--- src/rtl/isp_cmd_slave.sv ---
module isp_cmd_slave #(
  parameter int WORD_AW = 10,
  parameter int PAGE_WB = 4,
  parameter int EE_AW   = 7
) (
  input  logic               clk,
  input  logic               rst_n,
  input  logic               tgt_held,
  input  logic               sck,
  input  logic               mosi,
  output logic               miso,
  output logic               mem_we,
  output logic [2:0]         mem_op,
  output logic [WORD_AW-1:0] mem_addr,
  output logic [7:0]         mem_wdata,
  input  logic [7:0]         mem_rdata,
  input  logic               mem_busy
);
  localparam logic [7:0] OP_EN   = 8'hAC;
  localparam logic [7:0] OP_SYNC = 8'h53;
  localparam logic [7:0] OP_LDL  = 8'h40;
  localparam logic [7:0] OP_LDH  = 8'h48;
  localparam logic [7:0] OP_PGW  = 8'h4C;
  localparam logic [7:0] OP_EEW  = 8'hC0;
  localparam logic [7:0] OP_RDL  = 8'h20;
  localparam logic [7:0] OP_RDH  = 8'h28;
  localparam logic [7:0] OP_EER  = 8'hA0;
  localparam logic [WORD_AW-1:0] PAGE_MASK = ~WORD_AW'((1 << PAGE_WB) - 1);

  logic [2:0] sck_q;
  logic [1:0] mosi_q;
  logic [4:0] bit_cnt;
  logic [6:0] rx;
  logic [7:0] b0, b1, b2, tx, nxt;
  logic       enabled, rd_pend, lo_ok;
  logic [PAGE_WB-1:0] lo_word;

  wire       sck_rise = sck_q[1] & ~sck_q[2];
  wire       sck_fall = ~sck_q[1] & sck_q[2];
  wire       din      = mosi_q[1];
  wire [7:0] byte_in  = {rx, din};

  always_ff @(posedge clk or negedge rst_n)
    if (!rst_n) begin
      sck_q  <= '0;
      mosi_q <= '0;
    end else begin
      sck_q  <= {sck_q[1:0], sck};
      mosi_q <= {mosi_q[0], mosi};
    end

  always_comb begin
    nxt = 8'h00;
    if (bit_cnt == 5'd16 && b0 == OP_EN) nxt = b1;
    else if (bit_cnt == 5'd24 && rd_pend) nxt = mem_rdata;
  end

  always_ff @(posedge clk or negedge rst_n)
    if (!rst_n) begin
      bit_cnt <= '0; rx <= '0; b0 <= '0; b1 <= '0; b2 <= '0;
      tx <= '0; miso <= 1'b0; enabled <= 1'b0; rd_pend <= 1'b0;
      lo_ok <= 1'b0; lo_word <= '0;
      mem_we <= 1'b0; mem_op <= '0; mem_addr <= '0; mem_wdata <= '0;
    end else begin
      mem_we <= 1'b0;
      if (!tgt_held) begin
        bit_cnt <= '0; rx <= '0; tx <= '0; miso <= 1'b0;
        enabled <= 1'b0; rd_pend <= 1'b0; lo_ok <= 1'b0;
      end else begin
        if (sck_rise) begin
          bit_cnt <= bit_cnt + 5'd1;
          rx      <= {rx[5:0], din};
          case (bit_cnt)
            5'd7:  b0 <= byte_in;
            5'd15: b1 <= byte_in;
            5'd23: begin
              b2 <= byte_in;
              rd_pend <= enabled && (b0 == OP_RDL || b0 == OP_RDH || b0 == OP_EER);
              if (enabled) begin
                case (b0)
                  OP_RDL: begin mem_op <= 3'd4; mem_addr <= WORD_AW'({b1, byte_in}); end
                  OP_RDH: begin mem_op <= 3'd5; mem_addr <= WORD_AW'({b1, byte_in}); end
                  OP_EER: begin mem_op <= 3'd6; mem_addr <= WORD_AW'(byte_in[EE_AW-1:0]); end
                  default: ;
                endcase
              end
            end
            5'd31: begin
              rd_pend <= 1'b0;
              if (b0 == OP_EN && b1 == OP_SYNC) enabled <= 1'b1;
              else if (enabled && !mem_busy) begin
                case (b0)
                  OP_LDL: begin
                    mem_we <= 1'b1; mem_op <= 3'd0;
                    mem_addr <= WORD_AW'(b2[PAGE_WB-1:0]); mem_wdata <= byte_in;
                    lo_ok <= 1'b1; lo_word <= b2[PAGE_WB-1:0];
                  end
                  OP_LDH: begin
                    lo_ok <= 1'b0;
                    if (lo_ok && lo_word == b2[PAGE_WB-1:0]) begin
                      mem_we <= 1'b1; mem_op <= 3'd1;
                      mem_addr <= WORD_AW'(b2[PAGE_WB-1:0]); mem_wdata <= byte_in;
                    end
                  end
                  OP_PGW: begin
                    mem_we <= 1'b1; mem_op <= 3'd2;
                    mem_addr <= WORD_AW'({b1, b2}) & PAGE_MASK;
                  end
                  OP_EEW: begin
                    mem_we <= 1'b1; mem_op <= 3'd3;
                    mem_addr <= WORD_AW'(b2[EE_AW-1:0]); mem_wdata <= byte_in;
                  end
                  default: ;
                endcase
              end
            end
            default: ;
          endcase
        end
        if (sck_fall) begin
          if (bit_cnt[2:0] == 3'd0) begin
            miso <= nxt[7];
            tx   <= {nxt[6:0], 1'b0};
          end else begin
            miso <= tx[7];
            tx   <= {tx[6:0], 1'b0};
          end
        end
      end
    end
endmodule

--- config.mk ---
export PLATFORM = sky130hd
export DESIGN_NAME = isp_cmd_slave
export DESIGN_NICKNAME = d
export VERILOG_FILES = /design/src/rtl/isp_cmd_slave.sv
export SDC_FILE = /design/constraint.sdc
export NUM_CORES = 1
export LEC_CHECK = 0
export ABC_AREA = 1
export BUFFER_PORTS_ARGS = -buffer_cell sky130_fd_sc_hd__buf_2
export CAP_MARGIN = 20
export CORE_UTILIZATION = 25
export CTS_CLUSTER_SIZE = 30
export DETAILED_ROUTE_END_ITERATION = 8
export PLACE_DENSITY = 0.42
export SLEW_MARGIN = 15
export SYNTH_ARGS = -nofsm -noshare
export SYNTH_HDL_FRONTEND = slang
export SYNTH_SLANG_ARGS = --single-unit
--- constraint.sdc ---
create_clock -name clk -period 3.45 [get_ports clk]
set_input_delay 0.69 -clock clk [delete_from_list [all_inputs] [get_ports clk]]
set_output_delay 0.69 -clock clk [all_outputs]
set_load 0.01 [all_outputs]
# Word-level counts from Yosys, hierarchy flattened
# Index checks and enable logic that the tools add are counted.
# word_totals
out_inout_bits,23
input_bits,14
wordCells,128
register_bits,79
# op_classes
eq_ne,32
n_addsub,1
n_mux,48
bitwise,5
reduce_logical,25
# op_table
operator,n
$mux 8,6
$mux 10,4
$pmux 10 s2,2
$pmux 10 s4,1
$eq 8x7->1 const B,4
$eq 8x8->1 const B,3
$eq 5x5->1 const B,4
$mux 1,20
$reduce_and 9->1,2
$eq 8x6->1 const B,2
$pmux 8 s2,1
$mux 7,2
$mux 3,4
$pmux 3 s4,1
$reduce_and 3->1,4
$mux 5,2
$ne 2x1->1 const B,5
$ne 2x2->1 const B,5
$pmux 3 s3,1
$reduce_and 7->1,1
$logic_and 1x1->1,6
$ne 3x1->1 const B,2
$ne 3x3->1 const B,2
$pmux 1 s2,3
18 further kinds,24

# Depth between registers and ports, before layout
# Gate-level depths: netlist of run 1.
# logic_depth
word_depth,9
mapped_depth,13
ltp_nobuf,12

# Least setup slack after synthesis of run 1
# Ideal clock, no wire load.
# synth_timing
path_kind,register -> register
from,reg bit_cnt[0]
to,reg mem_wdata[0]
setup_time_ns,0.065
period_less_slack_ns,1.933
path_stages_with_launch,12
path_slack_ns,1.517
arrival_ns,1.869
t_required_ns,3.385
path_cell_list,dfrtp_1 > ha_1 > nand2_1 > nor2_1 > ha_1 > inv_1 > clkbuf_1 > nor2_2 > nand2_2 > nor2_4 > nand2_1 > nand2_1
# synth_between
elab_chain_len,2
# synth_rtl
element,line,text
"start, declared",32,logic [4:0] bit_cnt;
"start signal, assigned",71,bit_cnt <= bit_cnt + 5'd1;
$eq 5x5->1,73,case (bit_cnt)
$reduce_and 7->1 (no line),--,
"end signal, assigned",95,mem_addr <= WORD_AW'(b2[PAGE_WB-1:0]); mem_wdata <= byte_in;
"end signal, assigned",102,mem_addr <= WORD_AW'(b2[PAGE_WB-1:0]); mem_wdata <= byte_in;
"end signal, assigned",111,mem_addr <= WORD_AW'(b2[EE_AW-1:0]); mem_wdata <= byte_in;
"end, declared",15,"output logic [7:0] mem_wdata,"
# Every way passes these cells.
# A chain may end at the register's enable or synchronous reset.

# Worst setup path in the final report of run 1
# layout_timing
from,reg bit_cnt[0]
to,reg mem_op[2]
# layout_between
elab_chain_len,3
elab_cells_between_ends,11
cone_classes,eq/ne (8); mux (1); reduce/logical (2)
# layout_rtl
element,line,text
$eq 5x5->1,73,
"$ne 5x2->1 (no line), or another cell as far along",--,
$reduce_and 9->1 (no line),--,
"end signal, assigned",81,"OP_RDL: begin mem_op <= 3'd4; mem_addr <= WORD_AW'({b1, byte_in}); end"
"end signal, assigned",82,"OP_RDH: begin mem_op <= 3'd5; mem_addr <= WORD_AW'({b1, byte_in}); end"
"end signal, assigned",83,OP_EER: begin mem_op <= 3'd6; mem_addr <= WORD_AW'(byte_in[EE_AW-1:0]); end
"end, declared",13,"output logic [2:0] mem_op,"
# Parallel ways exist; a longest one is shown, timed or not.

==> impl_metrics.yaml, run 1 <==
route:
  first_pass_iters: 8
  postRouteAntennaNets: 0
  detail_route.wl_per_cell_um: 13.7
  vias_per_cell: 4.39
  vias: 3036
  wl_um: 9470
  post-route-drc-count: 2
  drtIter0Drc: 174
logic_synthesis:
  syn_area_mm2: 0.00380
  yosys_warnings: 0
  synth_edf_count: 0
  synth_nets: 482
  synth_flop_cell: "dfrtp_1"
  ys_async_sr_fraction: 1.00
  synth_top_area_cell: "dfrtp_1"
  synth.avg_cell_area_um2: 8.19
  synth.distinct_cells: 34
  seq_area_frac_synth: 0.513
  ys_ff_latch: 78
  yosys.area.top_type_share: 0.513
  synth_area_leaders: "dfrtp_1 51%, nand2_1 14%, o21ai_0 5.9%"
  netlist_instances: 464
sta:
  maxSlewViolCount: 0
  tightest_slew_ns: 0.565
  rsz0062_at_grt: "false"
  post-route-period-util: 0.676
  fin_crit_ns: 2.33
  skew_ns: 0.00809
  fmax_mhz: 429
  final-hold-violation-count: 0
  slew_headroom: 0.623
  setup_violations: 0
  fin_tns_setup_ns: 0
critical_path:
  startpoint_type: "flop"
  crit_start: "bit_cnt[0]"
  crit_type: "flop to flop"
  crit_fanout: 14
  cp.arrival_ns: 2.56
  reg2regPathDepth: 13
  required_ns: 3.68
  reg2reg_from: "bit_cnt[0]"
  reg2reg_to: "mem_op[2]"
  crit_path_end_kind: "flop"
  critPathCapture: "mem_op[2]"
  r2r_setup_slack_ns: 1.12
die:
  ios: 37
  dieHeight_um: 125
  core_mm2: 0.0147
  rows: 44
  start_util: 0.259
  die_x_um: 125
  dieArea_mm2: 0.0157
global_routing:
  track_usage: 0.131
  antenna_found_initial: 0
  grt_pass1_vias: 2997
  grt_start_max_net_pins: 79
  overflow: 0
  grt_pass1_wl_um: 15800
final_layout:
  area_delta_synth_final_pct: 18.1
  layout.nets: 521
  seqCellArea_mm2: 0.00195
  fin_util: 0.306
  layout-drive-gt1-share: 0.179
  antenna-diode-count: 0
  multiInputGateArea_mm2: 0.00158
  final_cell_mix: "143 x nand2_1, 78 x dfrtp_1, 51 x inv_1, 45 x o21ai_0, 37 x nand3_1"
  layout_commonest_cell: "nand2_1"
  nFillCells: 1583
  fin_area_mm2: 0.00449
clocking:
  hold_buffers: 0
  clk_latency_ns: 0.34
  cts_buffers: 9
  h-tree-depth: 3
  cts_resized: 0
  clock-sinks: 78
  cts-root-buf: "clkbuf_16"
  cts.clk_slew.worst_paths_ns: 0.06
  clockBufferDepth: 2
  post_cts_buffers: 0
  cts_tree: "built"
place:
  finalWeightedCongestion: 0.844
  hpwl_um: 7050
  postPlaceCellArea_mm2: 0.00416
  portBuffers: 36
run_status:
  violations: "design-rule violations"
  status: "finished, violations left"
power_and_ir_drop:
  leakage_nw: 2.21
  ir_worst_vdd_mv: 0.196
  powerDensity_mw_per_mm2: 441
run:
  drv_cap: 0
hold_path:
  hold_path_class: "primary input to asynchronous set/reset pin"
-- cells in the mapped netlist (2+ instances only) --
cell,count
nor2_1,27
buf_4,2
dfrtp_1,78
inv_1,51
o211ai_1,2
nor3_1,3
inv_2,3
a21oi_1,7
o21ai_0,45
nand2_1,143
clkbuf_1,6
o22ai_1,9
nor2_4,4
ha_1,4
nand2_2,17
nand3_1,37
nand2_4,2
nor2_8,2
nor3b_1,2
nor2_2,6
-- kinds of logic (layout without fill, tap and decap cells) --
family / count (synthesis) / after routing / share of synthesized area
AND/OR/NAND/NOR: 248 / 248 / 0.301
flip-flops: 78 / 78 / 0.513
AO/OA/AOI/OAI: 68 / 68 / 0.0997
buffers and inverters: 65 / 108 / 0.0707
adder cells (fa/ha/maj): 4 / 4 / 0.0132
XOR/XNOR: 1 / 1 / 0.00230
-- state kept, by name, indices dropped and copies added, names as in the netlist --
register	count
b0	8
b1	8
b2	8
bit_cnt	5
enabled	1
lo_ok	1
lo_word	4
mem_addr	10
mem_op	3
mem_wdata	8
mem_we	1
miso	1
mosi_q	2
rd_pend	1
rx	7
sck_q	3
tx	7
-- worst min path at each step --
stage               from         to  cells past startpoint
2_1_floorplan  mosi_q[0]  mosi_q[1]                      0
3_3_place_gp   mosi_q[0]  mosi_q[1]                      0
3_5_place_dp    sck_q[0]   sck_q[1]                      0
4_1_cts         sck_q[0]   sck_q[1]                      0
5_1_grt            rst_n      rx[2]                      1
6_report           rst_n  mosi_q[0]                      1
-- power breakdown --
part	internal [mW]	switching (mW)	total (mW)
Sequential	0.920	0.00267	0.923
Combinational	0.0150	0.0455	0.0605
Clock	0.626	0.371	0.997
Total	1.56	0.419	1.98
-- metal layers --
layer	wire [µm]	vias up	GRT usage
met5	0	-	0
li1	-	1551	-
met4	127	0	0.0459
met3	306	12	0.0321
met2	4280	49	0.204
met1	4750	1424	0.176
-- worst max-delay path: stages (launching register included) --
cell and delay [ns]:
dfrtp_1 0.39, ha_1 0.24, nand2_1 0.10, nor2_1 0.06
ha_1 0.17, buf_4 0.17, inv_1 0.28, nor2_2 0.10
nand2_2 0.08, nand2_2 0.08, nor2_8 0.21, nand2_4 0.17
nand2_1 0.10, nand2_1 0.05
-- layout make-up --
type | count | share of cell area
timing repair buffer | 38 | 0.0485
tap | 184 | 0.0513
inverter | 55 | 0.0460
sequential | 78 | 0.435
clock inverter | 5 | 0.0167
clock buffer | 10 | 0.0510
multi-input combinational | 321 | 0.352
-- per-stage QoR --
| step | setup slack, ns | hold slack [ns] | power (mW) | std cells |
|---|---|---|---|---|
| 3_5_place_dp | 1.10 | 0.337 | 0.998 | 675 |
| 6_report | 1.12 | 0.297 | 1.98 | 691 |
| 5_1_grt | 0.823 | 0.325 | 2.06 | 691 |
| 2_1_floorplan | 1.52 | 0.331 | 0.960 | 464 |
| 4_1_cts | 1.10 | 0.350 | 2.01 | 690 |
| 3_3_place_gp | 1.17 | 0.345 | 0.998 | 675 |
No activity file was read; power rests on OpenSTA's default activity.
==> run 2, diff against run 1 <==
- ABC_AREA: 1 -> 0
- clock period: 3.45 -> 2.25 ns (I/O delays scaled with it)
==> impl_metrics.yaml, run 2 <==
run_status:
  status: "finished, violations left"
  violations: "design-rule violations"
route:
  postRouteAntennaNets: 0
  post-route-drc-count: 1
  first_pass_iters: 6
  vias_per_cell: 4.62
  wl_um: 9320
  detail_route.wl_per_cell_um: 16.0
  vias: 2694
  drtIter0Drc: 157
final_layout:
  final_cell_mix: "78 x dfrtp_1, 39 x mux2_2, 39 x buf_4, 35 x nand2_1, 35 x buf_2"
  layout.nets: 412
  area_delta_synth_final_pct: 26.8
  fin_util: 0.324
  layout_commonest_cell: "dfrtp_1"
  layout-drive-gt1-share: 0.388
  antenna-diode-count: 0
  final_cells: 583
  nFillCells: 1510
  multiInputGateArea_mm2: 0.00168
  largest_register_ff_count: 10
  seqCellArea_mm2: 0.00195
  top_register: "mem_addr"
clocking:
  hold_buffers: 0
  clockBufferDepth: 2
  cts-root-buf: "clkbuf_16"
  clock-sinks: 78
  cts.clk_slew.worst_paths_ns: 0.06
  cts_tree: "built"
  cts_buffers: 9
  clk_latency_ns: 0.34
  post_cts_buffers: 0
  h-tree-depth: 3
critical_path:
  reg2regPathDepth: 6
  reg2reg_from: "b0[0]"
  crit_type: "flop to flop"
  required_ns: 2.47
  cp_cell_sequence: "or3_4, or2_4, a221o_1, a31oi_4, buf_4, mux2_2"
  cp.arrival_ns: 2.46
  cp_slowest_cell: "dfrtp_1"
  crit_fanout: 4
  crit_path_max_incr_delay_ns: 0.41
  path_buf_inv: 1
  startpoint_type: "flop"
  reg2reg_to: "mem_addr[4]"
  crit_path_end_kind: "flop"
  r2r_setup_slack_ns: 0.01
  cpLargestDelayFamily: "simple AND/OR/NAND/NOR gates"
sta:
  skew_ns: 0.00701
  rsz0062_at_grt: "true"
  slew_headroom: 0.626
  setup_violations: 0
  maxSlewViolCount: 0
  fmax_mhz: 447
  post-route-period-util: 0.995
  fin_ws_ns: 0.0121
  final-hold-violation-count: 0
  fin_crit_ns: 2.24
  tightest_slew_ns: 0.559
global_routing:
  track_usage: 0.137
  grt_start_max_net_pins: 41
  grt.met2_usage: 0.213
  top_usage_layer: "met2"
  antenna_found_initial: 0
  met3_usage: 0.0343
  met1_usage: 0.182
  grt_pass1_wl_um: 15300
  grt_pass1_vias: 2748
  overflow: 0
logic_synthesis:
  synth.distinct_cells: 48
  ys_async_sr_fraction: 1.00
  synth_edf_count: 0
  synth_commonest_cells: "78 x dfrtp_1, 39 x mux2_2, 36 x nand2_1, 21 x a21oi_1, 19 x nor2_1"
  synth_top_area_cell: "dfrtp_1"
  synth_nets: 338
  synth.most_common_cell: "dfrtp_1"
  yosys.area.top_type_share: 0.526
  synth_flop_cell: "dfrtp_1"
  ys_ff_latch: 78
  synth.avg_cell_area_um2: 11.6
  netlist_instances: 320
  yosys_warnings: 0
  seq_area_frac_synth: 0.526
  syn_area_mm2: 0.00371
  synth_area_leaders: "dfrtp_1 53%, mux2_2 12%, nand2_1 3.6%"
power_and_ir_drop:
  fin_total_pwr_mw: 3.02
  powerDensity_mw_per_mm2: 642
  leakage_nw: 2.26
  ir_worst_vdd_mv: 0.405
place:
  hpwl_um: 6810
  finalWeightedCongestion: 0.809
  place_inst: 567
  portBuffers: 36
  dp_slack_ns: -0.0662
die:
  start_util: 0.255
  die_x_um: 124
  core_mm2: 0.0145
  rows: 44
  ios: 37
  dieArea_mm2: 0.0153
  dieHeight_um: 124
hold_path:
  hold_path_class: "primary input to asynchronous set/reset pin"
run:
  drv_cap: 0
==> run 2: cell count changes in the layout (fill, tap and decap cells not counted), moves of 13 or more <==
| cell | change |
|---|---|
| a21oi_1 | +13 |
| buf_4 | +37 |
| inv_1 | -42 |
| mux2_2 | +39 |
| nand2_1 | -108 |
| nand2_2 | -16 |
| nand3_1 | -33 |
| o21ai_0 | -42 |
==> run 2: metrics by stage <==
step                      hold slack [ns]  instance area [µm²]  setup TNS [ns]
after CTS                           0.110                 4690       -0.000311
final                              0.0875                 4710               0
after floorplan                     0.154                 3720          -0.187
after global routing                0.123                 4710          -0.510
after detailed placement            0.335                 4380          -0.691
after global placement              0.332                 4380         -0.0229
==> run 2: repair_timing <==
| item | CTS | global route |
|---|---|---|
| hold endpoints to repair | 0 | 0 |
| pin swaps | 1 | 1 |
| setup endpoints to repair | 19 | 25 |
| gates resized for setup | 3 | 4 |
==> run 2: cell type report <==
type / count / share of cell area
clock buffer: 9 / 0.0478
inverter: 9 / 0.00718
clock inverter: 7 / 0.0157
sequential: 78 / 0.415
tap: 184 / 0.0489
timing repair buffer: 77 / 0.108
multi-input combinational: 219 / 0.357
==> run 2: routing by layer <==
metal / vias to the layer above / routed length (µm)
li1: 1296 / -
met1: 1345 / 4420
met2: 41 / 4430
met3: 12 / 266
met4: 0 / 199
met5: - / 0
==> run 2: worst max path at each step <==
stage,to,start,depth (start not counted),slack (ns)
after floorplan,mem_addr[0],b0[4],7,-0.02
final,mem_addr[4],b0[0],6,0.01
after detailed placement,mem_wdata[1],bit_cnt[0],8,-0.07
after CTS,mem_addr[4],b0[0],6,-0.0003
after global routing,mem_op[0],b0[0],6,-0.06
after global placement,mem_wdata[0],bit_cnt[0],8,-0.003
==> run 2: logic make-up after synthesis <==
family | Yosys count | share of synthesized area
simple gates | 108 | 0.158
compound gates | 51 | 0.100
fa+ha+maj | 4 | 0.0135
xor+xnor | 7 | 0.0165
buf+inv | 23 | 0.0297
flops | 78 | 0.526
mux | 49 | 0.156
==> run 2: worst register-to-register path, cell delays in order (launching register included) <==
cell	delay, ns
dfrtp_1	0.41
or3_4	0.40
or2_4	0.25
a221o_1	0.39
a31oi_4	0.19
buf_4	0.17
mux2_2	0.33
==> run 2: report_power, final <==
group | internal [mW] | leakage [nW] | total (mW) | switching, mW
clock | 0.862 | 0.146 | 1.46 | 0.595
combinational | 0.0496 | 1.05 | 0.137 | 0.0871
sequential | 1.42 | 1.07 | 1.43 | 0.0141
==> run 3, diff against run 2 <==
- CAP_MARGIN: 20 -> 25
- CORE_UTILIZATION: 25 -> 59
- CTS_BUF_LIST: default -> sky130_fd_sc_hd__clkbuf_16
- PLACE_DENSITY: 0.42 -> 0.82
==> impl_metrics.yaml, run 3 (same netlist as run 2, synthesis figures left out) <==
run_status:
  status: "complete, no violations"
die:
  start_util: 0.620
  core_mm2: 0.00599
  dieHeight_um: 81.3
  ios: 37
  die_x_um: 81.3
  rows: 28
  dieArea_mm2: 0.00661
sta:
  maxSlewViolCount: 0
  fin_tns_setup_ns: 0
  rsz0062_at_grt: "true"
  setup_violations: 0
  post-route-period-util: 1.00
  fin_ws_ns: 0.000730
  fmax_mhz: 445
  fin_crit_ns: 2.25
  slew_headroom: 0.663
  hold_ws_ns: 0.0723
  tightest_slew_ns: 0.505
  final-hold-violation-count: 0
  skew_ns: 0.00469
run:
  drv_cap: 0
place:
  finalWeightedCongestion: 0.973
  hpwl_um: 5520
  postPlaceCellArea_mm2: 0.00419
  portBuffers: 36
  place_inst: 449
  dp_slack_ns: -0.0711
final_layout:
  top_register: "mem_addr"
  layout_commonest_cell: "dfrtp_1"
  fin_util: 0.765
  final_cells: 471
  final_cell_mix: "78 x dfrtp_1, 39 x mux2_2, 37 x buf_4, 36 x nand2_1, 35 x buf_2"
  multiInputGateArea_mm2: 0.00171
  nFillCells: 394
  layout-drive-gt1-share: 0.384
  antenna-diode-count: 0
  seqCellArea_mm2: 0.00195
  fin_area_mm2: 0.00459
  area_delta_synth_final_pct: 23.5
  layout.nets: 409
  largest_register_ff_count: 10
critical_path:
  cp_slowest_cell: "dfrtp_1"
  crit_fanout: 12
  crit_path_max_incr_delay_ns: 0.41
  critPathCapture: "mem_addr[5]"
  startpoint_type: "flop"
  reg2regPathDepth: 6
  cp.depth: 6
  cpLargestDelayFamily: "simple AND/OR/NAND/NOR gates"
  r2r_setup_slack_ns: 0.0007
  crit_path_end_kind: "flop"
  crit_type: "flop to flop"
  required_ns: 2.47
  reg2reg_from: "b0[0]"
  reg2reg_to: "mem_addr[5]"
  path_buf_inv: 1
  cp.arrival_ns: 2.47
  crit_start: "b0[0]"
  cp_cell_sequence: "or3_4, or2_4, a221o_1, a31oi_4, buf_12, mux2_2"
global_routing:
  grt_start_max_net_pins: 43
  grt_pass1_vias: 2717
  antenna_found_initial: 0
  track_usage: 0.283
  grt_pass1_wl_um: 13400
  overflow: 0
route:
  vias_per_cell: 5.94
  wl_um: 8490
  detail_route.wl_per_cell_um: 18.0
  vias: 2797
  postRouteAntennaNets: 0
  post-route-drc-count: 0
  first_pass_iters: 5
  drtIter0Drc: 296
power_and_ir_drop:
  leakage_nw: 2.25
  ir_worst_vdd_mv: 0.568
  fin_total_pwr_mw: 3.05
  powerDensity_mw_per_mm2: 666
clocking:
  cts_buffers: 9
  cts.clk_slew.worst_paths_ns: 0.06
  cts-root-buf: "clkbuf_16"
  clk_latency_ns: 0.34
  hold_buffers: 0
  h-tree-depth: 3
  clockBufferDepth: 2
  cts_tree: "built"
  clock-sinks: 78
hold_path:
  hold_path_class: "primary input to asynchronous set/reset pin"
[run 3: cell count changes in the layout (fill, tap and decap cells not counted), sizes merged]
cell / change
buf: -3
clkinvlp: -1
bufinv: +1
[run 3: worst min-delay path by stage]
stage / startpoint / endpoint / slack [ns] / cells past startpoint
after detailed placement: sck_q[0] / sck_q[1] / 0.34 / 0
final: rst_n / sck_q[0] / 0.07 / 1
after global routing: rst_n / sck_q[0] / 0.11 / 1
after global placement: mosi_q[0] / mosi_q[1] / 0.33 / 0
after CTS: rst_n / sck_q[0] / 0.08 / 1
after floorplan: rst_n / b0[0] / 0.15 / 0
[run 3: power breakdown]
| part | switching [mW] | leakage [nW] | internal [mW] | total, mW |
|---|---|---|---|---|
| registers | 0.0141 | 1.07 | 1.42 | 1.43 |
| logic | 0.0823 | 1.04 | 0.0459 | 0.128 |
| clock network | 0.540 | 0.153 | 0.953 | 1.49 |
| total | 0.637 | 2.25 | 2.42 | 3.05 |
[run 3: area by class of cell]
cell class | instances | area share
clock buffer | 9 | 0.0491
clock inverter | 7 | 0.0175
inverter | 9 | 0.00737
multi-input combinational | 219 | 0.372
sequential | 78 | 0.426
tap | 75 | 0.0205
timing repair buffer | 74 | 0.108
[run 3: routing by layer]
layer / vias to the layer above / track usage / part of all wire
met1: 1394 / 0.368 / 0.43
met5: - / 0 / 0
met2: 96 / 0.452 / 0.49
li1: 1291 / - / -
met4: 0 / 0.141 / 0.021
met3: 16 / 0.0517 / 0.058
[run 3: repair_timing]
item	in CTS	in global routing
setup buffers	1	5
gates resized for setup	2	8
setup endpoints to repair	18	24
pin swaps	1	1
